--- src/rtl/tsp_pkg.sv ---
`timescale 1ns/1ps
package tsp_pkg;
  // strobes sent from control to datapath each cycle
  typedef struct packed {
    logic recover;   // this edge is a recovery edge
    logic fetchEn;   // stage 0 may take a new item
  } tsp_ctrl_t;
endpackage

--- src/rtl/spec_pipe_datapath.sv ---
`timescale 1ns/1ps
module spec_pipe_datapath
  import tsp_pkg::*;
#(
  parameter int STAGES = 3,
  parameter int DATA_W = 16,
  parameter int IDX_W  = 16
) (
  input  logic                            clk,
  input  logic                            rst,
  input  tsp_ctrl_t                       ctrl,
  input  logic [STAGES-1:0]               fixMask,
  input  logic [STAGES-1:0]               flushMask,
  input  logic [STAGES-1:0]               bubbleMask,
  input  logic [IDX_W-1:0]                fetchIdx,
  input  logic [DATA_W-1:0]               fetchData,
  input  logic [STAGES-1:0]               lateMask,
  output logic [STAGES-1:0]               errVec,
  output logic [STAGES-1:0][IDX_W-1:0]    stageIdx,
  output logic                            outValid,
  output logic [IDX_W-1:0]                outIdx,
  output logic [DATA_W-1:0]               outData
);

  for (genvar j = 0; j < STAGES; j++) begin : g_stage
    logic              validQ;
    logic [IDX_W-1:0]  idxQ;
    logic [DATA_W-1:0] mainQ;
    logic [DATA_W-1:0] shadowQ;
    logic              srcValid;
    logic [IDX_W-1:0]  srcIdx;
    logic [DATA_W-1:0] srcData;
    logic [DATA_W-1:0] calc;
    logic [DATA_W-1:0] lateFlip;

    if (j == 0) begin : g_head
      assign srcValid = ctrl.fetchEn;
      assign srcIdx   = fetchIdx;
      assign srcData  = fetchData;
    end else begin : g_body
      assign srcValid = g_stage[j-1].validQ;
      assign srcIdx   = g_stage[j-1].idxQ;
      assign srcData  = g_stage[j-1].mainQ;
    end

    assign calc     = srcData + DATA_W'(j + 1);
    assign lateFlip = {{(DATA_W-1){1'b0}}, lateMask[j] & srcValid};

    always_ff @(posedge clk) begin
      if (rst) begin
        validQ  <= 1'b0;
        idxQ    <= '0;
        mainQ   <= '0;
        shadowQ <= '0;
      end else if (ctrl.recover) begin
        if (flushMask[j] || bubbleMask[j]) begin
          validQ <= 1'b0;
        end else if (fixMask[j]) begin
          mainQ <= shadowQ;
        end else begin
          validQ  <= srcValid;
          idxQ    <= srcIdx;
          mainQ   <= calc;
          shadowQ <= calc;
        end
      end else begin
        validQ  <= srcValid;
        idxQ    <= srcIdx;
        shadowQ <= calc;
        mainQ   <= calc ^ lateFlip;
      end
    end

    assign errVec[j]   = validQ && (mainQ != shadowQ);
    assign stageIdx[j] = idxQ;


    fix_restores_chk: assert property (@(posedge clk) disable iff (rst)
      (ctrl.recover && fixMask[j]) |=> (validQ && mainQ == shadowQ));
  end

  assign outValid = g_stage[STAGES-1].validQ && !errVec[STAGES-1];
  assign outIdx   = g_stage[STAGES-1].idxQ;
  assign outData  = g_stage[STAGES-1].mainQ;

endmodule

--- src/rtl/spec_pipe_ctrl.sv ---
`timescale 1ns/1ps
module spec_pipe_ctrl
  import tsp_pkg::*;
#(
  parameter int STAGES = 3,
  parameter int IDX_W  = 16,
  parameter int CNT_W  = 8
) (
  input  logic                          clk,
  input  logic                          rst,
  input  logic [STAGES-1:0]             errVec,
  input  logic [STAGES-1:0][IDX_W-1:0]  stageIdx,
  input  logic                          cntClear,
  output tsp_ctrl_t                     ctrl,
  output logic [STAGES-1:0]             fixMask,
  output logic [STAGES-1:0]             flushMask,
  output logic [STAGES-1:0]             bubbleMask,
  output logic [IDX_W-1:0]              fetchIdx,
  output logic [CNT_W-1:0]              errCount
);

  localparam logic [CNT_W-1:0] CNT_MAX = {CNT_W{1'b1}};

  logic             recover;
  logic [IDX_W-1:0] selIdx;

  // oldest failing stage (highest index) wins
  always_comb begin
    fixMask = '0;
    selIdx  = '0;
    for (int j = 0; j < STAGES; j++) begin
      if (errVec[j]) begin
        fixMask = STAGES'(1) << j;
        selIdx  = stageIdx[j];
      end
    end
  end

  always_comb begin
    logic seen;
    seen = 1'b0;
    for (int j = STAGES - 1; j >= 0; j--) begin
      flushMask[j] = seen;
      seen = seen | fixMask[j];
    end
  end

  assign bubbleMask   = fixMask << 1;
  assign recover      = |errVec;
  assign ctrl.recover = recover;
  assign ctrl.fetchEn = !recover;

  always_ff @(posedge clk) begin
    if (rst) begin
      fetchIdx <= '0;
    end else if (recover) begin
      fetchIdx <= selIdx + IDX_W'(1);
    end else begin
      fetchIdx <= fetchIdx + IDX_W'(1);
    end
  end

  always_ff @(posedge clk) begin
    if (rst || cntClear) begin
      errCount <= '0;
    end else if (recover && errCount != CNT_MAX) begin
      errCount <= errCount + CNT_W'(1);
    end
  end


  single_bubble_chk: assert property (@(posedge clk) disable iff (rst)
    recover |=> (errVec == '0));


  count_step_chk: assert property (@(posedge clk) disable iff (rst)
    (recover && !cntClear && errCount != CNT_MAX) |=> (errCount == $past(errCount) + CNT_W'(1)));


  count_hold_chk: assert property (@(posedge clk) disable iff (rst)
    (!recover && !cntClear) |=> $stable(errCount));


  clear_zero_chk: assert property (@(posedge clk) disable iff (rst)
    cntClear |=> (errCount == '0));

endmodule

--- src/rtl/spec_pipe.sv ---
`timescale 1ns/1ps
module spec_pipe
  import tsp_pkg::*;
#(
  parameter int STAGES = 3,
  parameter int DATA_W = 16,
  parameter int IDX_W  = 16,
  parameter int CNT_W  = 8
) (
  input  logic              clk,
  input  logic              rst,
  output logic [IDX_W-1:0]  fetchIdx,
  input  logic [DATA_W-1:0] fetchData,
  input  logic [STAGES-1:0] lateMask,
  input  logic              cntClear,
  output logic              outValid,
  output logic [IDX_W-1:0]  outIdx,
  output logic [DATA_W-1:0] outData,
  output logic              timingErr,
  output logic [CNT_W-1:0]  errCount
);

  tsp_ctrl_t                      ctrl;
  logic [STAGES-1:0]              fixMask;
  logic [STAGES-1:0]              flushMask;
  logic [STAGES-1:0]              bubbleMask;
  logic [STAGES-1:0]              errVec;
  logic [STAGES-1:0][IDX_W-1:0]   stageIdx;

  spec_pipe_ctrl #(.STAGES(STAGES), .IDX_W(IDX_W), .CNT_W(CNT_W)) u_ctrl (
    .clk        (clk),
    .rst        (rst),
    .errVec     (errVec),
    .stageIdx   (stageIdx),
    .cntClear   (cntClear),
    .ctrl       (ctrl),
    .fixMask    (fixMask),
    .flushMask  (flushMask),
    .bubbleMask (bubbleMask),
    .fetchIdx   (fetchIdx),
    .errCount   (errCount)
  );

  spec_pipe_datapath #(.STAGES(STAGES), .DATA_W(DATA_W), .IDX_W(IDX_W)) u_dp (
    .clk        (clk),
    .rst        (rst),
    .ctrl       (ctrl),
    .fixMask    (fixMask),
    .flushMask  (flushMask),
    .bubbleMask (bubbleMask),
    .fetchIdx   (fetchIdx),
    .fetchData  (fetchData),
    .lateMask   (lateMask),
    .errVec     (errVec),
    .stageIdx   (stageIdx),
    .outValid   (outValid),
    .outIdx     (outIdx),
    .outData    (outData)
  );

  assign timingErr = ctrl.recover;

endmodule

--- config.mk ---
export PLATFORM = sky130hd
export DESIGN_NAME = spec_pipe
export DESIGN_NICKNAME = d
export VERILOG_FILES = /design/src/rtl/tsp_pkg.sv /design/src/rtl/spec_pipe_datapath.sv /design/src/rtl/spec_pipe_ctrl.sv /design/src/rtl/spec_pipe.sv
export SDC_FILE = /design/constraint.sdc
export NUM_CORES = 1
export LEC_CHECK = 0
export BUFFER_PORTS_ARGS = -buffer_cell sky130_fd_sc_hd__buf_2
export CELL_PAD_IN_SITES_DETAIL_PLACEMENT = 2
export CELL_PAD_IN_SITES_GLOBAL_PLACEMENT = 2
export CORE_AREA = 2 2 131 133
export DETAILED_ROUTE_END_ITERATION = 10
export DIE_AREA = 0 0 133 135
export PLACE_DENSITY = 0.89
export SETUP_SLACK_MARGIN = 0.15
export SLEW_MARGIN = 25
export SYNTH_ARGS = -nofsm -noshare
export SYNTH_HDL_FRONTEND = slang
export SYNTH_SLANG_ARGS = --single-unit
--- constraint.sdc ---
create_clock -name clk -period 5.3 [get_ports clk]
set_input_delay 1.06 -clock clk [delete_from_list [all_inputs] [get_ports clk]]
set_output_delay 1.06 -clock clk [all_outputs]
set_load 0.02 [all_outputs]
==> results.ini, run 1 <==
[cts]
cts_buffers = 17
root_buffer = clkbuf_16
ctsResizeCount = 0
ctsHoldBuffers = 0
cts.sinks = 126
post_cts_buffers = 0
cts_tree = done
ctsHtreeMaxLevel = 4
clockBufferDepth = 2
clock_latency_ps = 430
clk_pin_slew_ps = 50

[layout]
multi_input_area_mm2 = 0.00306
nFillCells = 1840
final_core_util_pct = 42.0
nets = 805
n_antenna_cell = 0
seq_area_mm2 = 0.00252
drive_above_1_share_pct = 16.1
layout_commonest_cell = nand2_1
final_cell_mix = nand2_1 (137), dfxtp_1 (126), nor2_1 (90)
syn_to_final_growth_pct = 14.2

[route]
top_layer = met4
met3_length_um = 796
wl_met1_um = 8800
drt-total-wl_um = 20200
vias = 5534
drc_errors = 0
wl_per_cell_um = 20.0
antenna_left = 0
wl_met2_um = 10100
firstDrtPassIters = 4
initialDrtViolationCount = 277
viasPerCell = 5.48

[sta]
slew_headroom_pct = 43.7
rsz0062_at_grt = no
worst_pin_slew_ps = 842
clock-skew-final_ps = 8.03
holdWs_ps = 477
finalHoldViolations = 0
fin_tns_setup_ps = 0
max_freq_mhz = 246
fin_crit_sh_pct = 76.8
setup_viol = 0
period_minus_slack_ps = 4070
final.setup.worst_slack_ps = 1230
drv_slew = 0

[power_and_ir_drop]
power_density_mw_per_mm2 = 535
power_uw = 3690
p_leak_uw = 0.00271
ir_drop_v = 0.000342

[global_route]
grt_max_degree = 69
grt_pass1_wl_um = 33000
antenna_found_initial = 0
grt_overflow_total = 0
grt_pass1_vias = 6105
grt_use_total_pct = 23.2

[placement]
dp_slack_ps = 1370
place_hpwl_um = 13300
port-buffer-count = 79
place_congestion = 0.791

[worst_setup_path]
end_kind = register
worst-endpoint-required_ps = 5610
cp.arrival_ps = 4380
critPathLaunchType = register
critPathKind = reg2reg
cp_max_fo = 68

[floorplanning]
core-area_mm2 = 0.0164
die_w_um = 133
initial_utilization_pct = 36.8
dieArea_mm2 = 0.0180
ios = 80
rows = 47
die_h_um = 135

[logic_synthesis]
synth_top_area_share_pct = 41.8
syn_inst = 750
synth_nets = 777
yosys_warnings = 0
synth_area_leaders = dfxtp_1 (42%), nand2_1 (8.5%), a211oi_1 (6.0%)
async_flop_share_pct = 0
syn_area_mm2 = 0.00604
synth_seq_cells = 126
avgSynthCellArea_um2 = 8.05
synth_cell_types = 55
seq_area_frac_synth_pct = 41.8
synth_edf_count = 0
synthFlopType = dfxtp_1
synth_area_leader_cell = dfxtp_1

[run]
cap_violations = 0

[outcome]
status = completed

[hold_path]
hp-class = reg2reg

==> registers in the layout, indices dropped and copies added, names as in the netlist <==
name	flops
u_dp.g_stage.mainQ	4
u_dp.g_stage.validQ	3
u_dp.outData	1
u_dp.g_stage.shadowQ	46
u_ctrl.errCount	8
u_ctrl.fetchIdx	16
u_dp.g_stage.idxQ	32
u_dp.outIdx	16
==> synthesized netlist by cell type (2+ instances only) <==
master,count
a211o_1,3
a211oi_1,48
a21o_1,3
a21oi_1,68
a221o_1,2
a221oi_1,9
a22oi_1,2
a311oi_1,4
a32o_1,4
and2_1,3
and3_1,13
buf_1,7
buf_2,6
buf_4,32
clkbuf_1,31
dfxtp_1,126
ha_1,5
inv_1,12
nand2_1,137
nand3_1,20
nand4_1,7
nor2_1,90
nor2b_1,3
nor3_1,8
nor4_1,2
o21a_1,5
o21ai_0,8
o221ai_1,2
o22a_1,3
o22ai_1,4
or2_2,4
or3_1,3
xnor2_1,24
xor2_1,31
==> power by group <==
group	leakage, uW	switching (uW)	internal, uW	total [uW]
sequential	0.00103	223	1150	1370
clock	0.000281	428	682	1110
combinational	0.00140	825	384	1210
total	0.00271	1480	2220	3690
==> worst max-delay path, cell delays in order, from the launching register on <==
cell and delay [ps]:
dfxtp_1 470, xor2_2 290, a222oi_1 500, buf_4 620, inv_1 280, buf_4 330
o31ai_1 140, o221ai_1 370, nor3b_4 430, nand3b_1 140, mux2_1 330
==> layer usage <==
layer	vias up	GRT usage (%)
met1	2758	27.3
met2	116	41.0
met4	0	9.26
li1	2621	-
met3	39	5.48
met5	-	0
==> through the flow <==
stage	cell area, um^2	cells
3_5_place_dp	6350	979
6_report	6900	1009
4_1_cts	6900	1009
3_3_place_gp	6350	979
2_1_floorplan	6040	750
5_1_grt	6900	1009
==> path summary, 6_finish.rpt <==
| kind | startpoint | endpoint | slack (ps) | cells past startpoint |
|---|---|---|---|---|
| setup / recovery | u_dp.g_stage[1].mainQ[0] | u_ctrl.fetchIdx[15] | 1230 | 10 |
| hold / removal | u_dp.outIdx[0] | u_dp.outIdx[0] | 480 | 2 |
| setup reg to reg | u_dp.g_stage[1].mainQ[0] | u_ctrl.fetchIdx[15] | 1230 | 10 |
| hold reg to reg | u_dp.outIdx[0] | u_dp.outIdx[0] | 480 | 2 |
==> cell families after synthesis <==
kind of cell | after synthesis | synth area share (%)
DFF | 126 | 41.8
adders and majority gates | 5 | 1.04
AOI/OAI and AO/OA | 174 | 19.3
buffers and inverters | 88 | 7.59
and+or+nand+nor | 299 | 21.7
muxes | 2 | 0.352
xor gates and xnor gates | 56 | 8.25
==> layout make-up <==
class | count | area share (%)
inverters | 12 | 0.653
repair buffers | 85 | 6.42
clock inverters | 8 | 0.944
well taps | 220 | 3.99
multi-input cells | 536 | 44.4
clock buffers | 22 | 7.02
flip-flops and latches | 126 | 36.6
No activity file was read; power rests on OpenSTA's default activity.
==> inputs of run 2 (changes only) <==
Settings changed: CORE_AREA 2 2 131 133 to 2 2 137 139, DIE_AREA 0 0 133 135 to 0 0 139 141, PLACE_DENSITY 0.89 to 0.82.
Clock period 5.3 ns to 4.16 ns, I/O delays scaled along.
==> run 2 against run 1 <==
Flip-flop and latch count unchanged; total power up 34%; via count down 0.67%; critical endpoint is now u_ctrl.fetchIdx[8]; largest cell class unchanged.
==> results.ini, run 2 (synthesis gave the netlist of run 1 again) <==
[route]
drt-total-wl_um = 19600
wl_met2_um = 9760
met3_length_um = 701
initialDrtViolationCount = 259
vias = 5497
firstDrtPassIters = 4
drc_errors = 0
antenna_left = 0
top_layer = met4
wl_per_cell_um = 18.9
wl_met1_um = 8660
viasPerCell = 5.33

[sta]
max_freq_mhz = 269
drv_slew = 0
setup_viol = 0
fin_crit_sh_pct = 89.3
final.setup.worst_slack_ps = 445
fin_tns_setup_ps = 0
clock-skew-final_ps = 15.2
period_minus_slack_ps = 3710
worst_pin_slew_ps = 907
finalHoldViolations = 0
slew_headroom_pct = 39.4
rsz0062_at_grt = no

[layout]
largest_reg_flops = 46
regMostFlops = u_dp.g_stage.shadowQ
syn_to_final_growth_pct = 17.0
n_antenna_cell = 0
final_core_util_pct = 38.6
top_regs = u_dp.g_stage.shadowQ (46), u_dp.g_stage.idxQ (32)
nets = 812
drive_above_1_share_pct = 16.8
nFillCells = 2096
layout_commonest_cell = nand2_1
final_cell_mix = nand2_1 (137), dfxtp_1 (126), nor2_1 (90)

[floorplanning]
rows = 50
core-area_mm2 = 0.0183
ios = 80
dieArea_mm2 = 0.0196
initial_utilization_pct = 33.0
die_h_um = 141
die_w_um = 139

[worst_setup_path]
critPathLaunchType = register
critPathKind = reg2reg
cp_max_fo = 16
crit_chain = xor2_2, a222oi_1, buf_4, nand2_2, o31a_2, inv_1, ha_1, inv_1, or3b_1, nor3_2, or2_2, a21oi_1
crit_top_cell = inv_1
max_stage_delay_ps = 700
slowest_stage = a222oi_1
r2r_setup_slack_ps = 450
end_kind = register
cp.arrival_ps = 3990
worst-endpoint-required_ps = 4430

[placement]
place_hpwl_um = 13300
place_congestion = 0.838
port-buffer-count = 79
dp_slack_ps = 536

[cts]
cts_buffers = 17
clk_pin_slew_ps = 60
clock_latency_ps = 430
root_buffer = clkbuf_16
ctsHoldBuffers = 0
cts_tree = done
ctsHtreeMaxLevel = 4
clockBufferDepth = 2
cts.sinks = 126

[global_route]
grt_pass1_vias = 5960
grt_use_total_pct = 20.4
antenna_found_initial = 0
grt_overflow_total = 0
grt_pass1_wl_um = 31800
grt_max_degree = 68

[power_and_ir_drop]
p_leak_uw = 0.00277
ir_drop_v = 0.000334
power_density_mw_per_mm2 = 702

[outcome]
status = completed

[hold_path]
hp-class = reg2reg

[run]
cap_violations = 0

run 2: cell count changes in the layout (fill, tap and decap cells not counted), moves of 2 or more:
cell | previous run | this run
buf_4 | 7 | 13
clkinv_2 | 7 | 3
clkbuf_1 | 1 | 3
clkbuf_8 | 4 | 1
bufinv_16 | 1 | 5
clkinvlp_4 | 0 | 2
run 2: power by group:
group | internal, uW | switching [uW] | total (uW)
Sequential | 1460 | 280 | 1740
Combinational | 521 | 1060 | 1580
Clock | 1080 | 555 | 1630
Total | 3060 | 1890 | 4950
run 2: area by class of cell:
class                   count  area, um^2  share of cell area (%)
repair buffers             92         499                    7.07
flip-flops and latches    126        2520                    35.7
inverters                  12        45.0                   0.638
clock inverters            11         189                    2.68
clock buffers              21         450                    6.38
well taps                 234         293                    4.15
multi-input cells         536        3060                    43.4
run 2: path summary, 6_finish.rpt:
| kind | startpoint | to | cells after the start |
|---|---|---|---|
| hold reg to reg | u_dp.g_stage[1].idxQ[13] | u_dp.outIdx[13] | 2 |
| setup reg to reg | u_dp.g_stage[1].mainQ[0] | u_ctrl.fetchIdx[8] | 12 |
| hold / removal | u_dp.g_stage[1].idxQ[13] | u_dp.outIdx[13] | 2 |
| setup / recovery | u_dp.g_stage[1].mainQ[0] | u_ctrl.fetchIdx[8] | 12 |
run 2: stage by stage:
| stage | std cells | hold slack (ps) | total power (uW) | cell area [um^2] |
|---|---|---|---|---|
| 6_report | 1032 | 480 | 4950 | 7060 |
| 5_1_grt | 1032 | 499 | 5230 | 7060 |
| 4_1_cts | 1031 | 478 | 4990 | 7050 |
| 3_5_place_dp | 999 | 471 | 3310 | 6410 |
| 3_3_place_gp | 998 | 455 | 3200 | 6400 |
| 2_1_floorplan | 750 | 432 | 2850 | 6040 |
run 2: routing by layer:
layer / up-vias / global-route usage (%)
li1: 2640 / -
met2: 114 / 36.3
met1: 2716 / 24.0
met5: - / 0
met4: 0 / 9.04
met3: 27 / 3.87
run 2: repair_timing:
item                                    4_1_cts  5_1_grt
gates resized for setup                       0        0
buffers inserted                              0        1
endpoints found under the setup margin        0        3
run 2: critical path: cells and delay by family, from the launching register on:
| family | cells | cell delay [ps] |
|---|---|---|
| adders and majority gates | 1 | 170 |
| AOI/OAI and AO/OA | 3 | 910 |
| xor gates and xnor gates | 1 | 280 |
| and+or+nand+nor | 4 | 1200 |
| buffers and inverters | 3 | 490 |
| DFF | 1 | 490 |
==> inputs of run 3 (changes only) <==
Settings changed: REMOVE_ABC_BUFFERS set to 1.
==> run 3 against run 2 <==
Design area increased by 0.30%; cell count shrank 0.19%; flip-flop and latch count unchanged; fmax shrank 0.39%; clock power is 5% higher; non-clock buffer count shrank 2; global-route usage is 0.35 points lower; register-to-register slack is essentially flat; sequential share of layout area decreased by 0.11 points; clock skew fell by 0.96 ps; critical path type unchanged; highest routed layer unchanged.
==> results.ini, run 3 (synthesis gave the netlist of run 1 again) <==
[hold_path]
hp-class = reg2reg

[floorplanning]
rows = 50
die_w_um = 139
initial_utilization_pct = 33.0
core-area_mm2 = 0.0183
die_h_um = 141
dieArea_mm2 = 0.0196
ios = 80

[cts]
cts_tree = done
root_buffer = clkbuf_16
cts_buffers = 17
ctsResizeCount = 0
post_cts_buffers = 0
clk_pin_slew_ps = 60
ctsHtreeMaxLevel = 4
clock_latency_ps = 430
clockBufferDepth = 2
cts.sinks = 126
ctsHoldBuffers = 0

[placement]
placed_area_mm2 = 0.00640
place_congestion = 0.852
place_hpwl_um = 12900
port-buffer-count = 79

[worst_setup_path]
slowest_stage = a211oi_2
crit_chain = xor2_2, a211oi_2, a221oi_1, o31ai_1, o221ai_1, nor3b_4, nand3b_1, mux2_1
max_stage_delay_ps = 800
critPathLaunchType = register
critPathKind = reg2reg
r2r_setup_slack_ps = 430
critPathLaunch = u_dp.g_stage[1].mainQ[0]
worst-endpoint-required_ps = 4470
cp.arrival_ps = 4040
critical_path.reg2reg.startpoint = u_dp.g_stage[1].mainQ[0]
cp_max_fo = 16
r2r_cells = 8
worstSetupEndpoint = u_ctrl.fetchIdx[15]
r2r-end = u_ctrl.fetchIdx[15]
end_kind = register

[power_and_ir_drop]
p_leak_uw = 0.00277
ir_drop_v = 0.000318
power_density_mw_per_mm2 = 705

[global_route]
grt_overflow_total = 0
grt_pass1_wl_um = 31700
grt_use_total_pct = 20.1
grt_pass1_vias = 6067
grt_max_degree = 80
antenna_found_initial = 0

[layout]
syn_to_final_growth_pct = 17.3
nFillCells = 2063
final_cell_mix = nand2_1 (137), dfxtp_1 (126), nor2_1 (90)
layout_commonest_cell = nand2_1
nets = 810
fin_area_mm2 = 0.00708
largest_reg_flops = 46
drive_above_1_share_pct = 17.0
regMostFlops = u_dp.g_stage.shadowQ
n_antenna_cell = 0
top_regs = u_dp.g_stage.shadowQ (46), u_dp.g_stage.idxQ (32)

[sta]
finalHoldViolations = 0
clock-skew-final_ps = 14.2
fin_crit_sh_pct = 89.6
slew_headroom_pct = 38.2
rsz0062_at_grt = no
max_freq_mhz = 268
fin_tns_setup_ps = 0
drv_slew = 0
worst_pin_slew_ps = 925
period_minus_slack_ps = 3730
setup_viol = 0

[route]
wl_per_cell_um = 18.6
drc_errors = 0
viasPerCell = 5.32
antenna_left = 0
vias = 5483
initialDrtViolationCount = 271
drt-total-wl_um = 19200
firstDrtPassIters = 4

[run]
cap_violations = 0

[outcome]
status = completed

-- run 3: cell count changes in the layout (fill, tap and decap cells not counted) --
cell        delta
clkbuf_1       -3
clkinvlp_4     +3
clkinv_2       -2
buf_4          -1
buf_6          -1
bufinv_16      +1
clkinv_4       +1
-- run 3: metrics by stage --
stage          hold slack, ps  setup WS (ps)  utilization [%]  std cells  power [uW]
6_report                  459            431             38.8       1030        4990
3_5_place_dp              459            666             35.0        998        3270
4_1_cts                   468            503             38.8       1030        5040
3_3_place_gp              446            819             35.0        998        3180
2_1_floorplan             435          -6840                -        674        2580
5_1_grt                   494            248             38.8       1030        5270
-- run 3: cell type report --
type / count / area, um^2 / area share [%]
multi-input cells: 536 / 3060 / 43.2
flip-flops and latches: 126 / 2520 / 35.6
repair buffers: 90 / 480 / 6.79
clock buffers: 18 / 439 / 6.20
well taps: 234 / 293 / 4.14
clock inverters: 14 / 240 / 3.39
inverters: 12 / 45.0 / 0.636
-- run 3: worst min-delay path by stage --
stage / startpoint / endpoint / slack [ps] / depth (start not counted)
floorplan: u_dp.g_stage[1].idxQ[0] / u_dp.outIdx[0] / 430 / 2
global placement: u_dp.g_stage[2].shadowQ[2] / u_dp.g_stage[2].shadowQ[2] / 450 / 2
detailed placement: u_dp.g_stage[2].shadowQ[2] / u_dp.g_stage[2].shadowQ[2] / 460 / 2
CTS: u_dp.g_stage[2].shadowQ[2] / u_dp.g_stage[2].shadowQ[2] / 470 / 2
global route: u_dp.g_stage[0].idxQ[4] / u_dp.g_stage[1].idxQ[4] / 490 / 2
finish: u_dp.g_stage[2].shadowQ[2] / u_dp.g_stage[2].shadowQ[2] / 460 / 2
-- run 3: critical path, delay by kind of cell (launching register included) --
kind                      cells  cell delay (ps)
DFF                           1              490
AOI/OAI and AO/OA             4             1970
muxes                         1              320
xor gates and xnor gates      1              270
and+or+nand+nor               2              550
-- run 3: per-layer routing --
layer	share of wire, %	wire length [um]	GRT usage, %
met1	43	8170	23.2
met2	53	10100	37.4
met3	2.9	549	3.06
met4	1.8	347	7.50
met5	0	0	0
-- run 3: power breakdown --
group | leakage (uW) | internal [uW] | total (uW) | switching [uW]
Sequential | 0.00103 | 1460 | 1740 | 279
Combinational | 0.00142 | 502 | 1540 | 1040
Clock | 0.000314 | 1140 | 1710 | 573
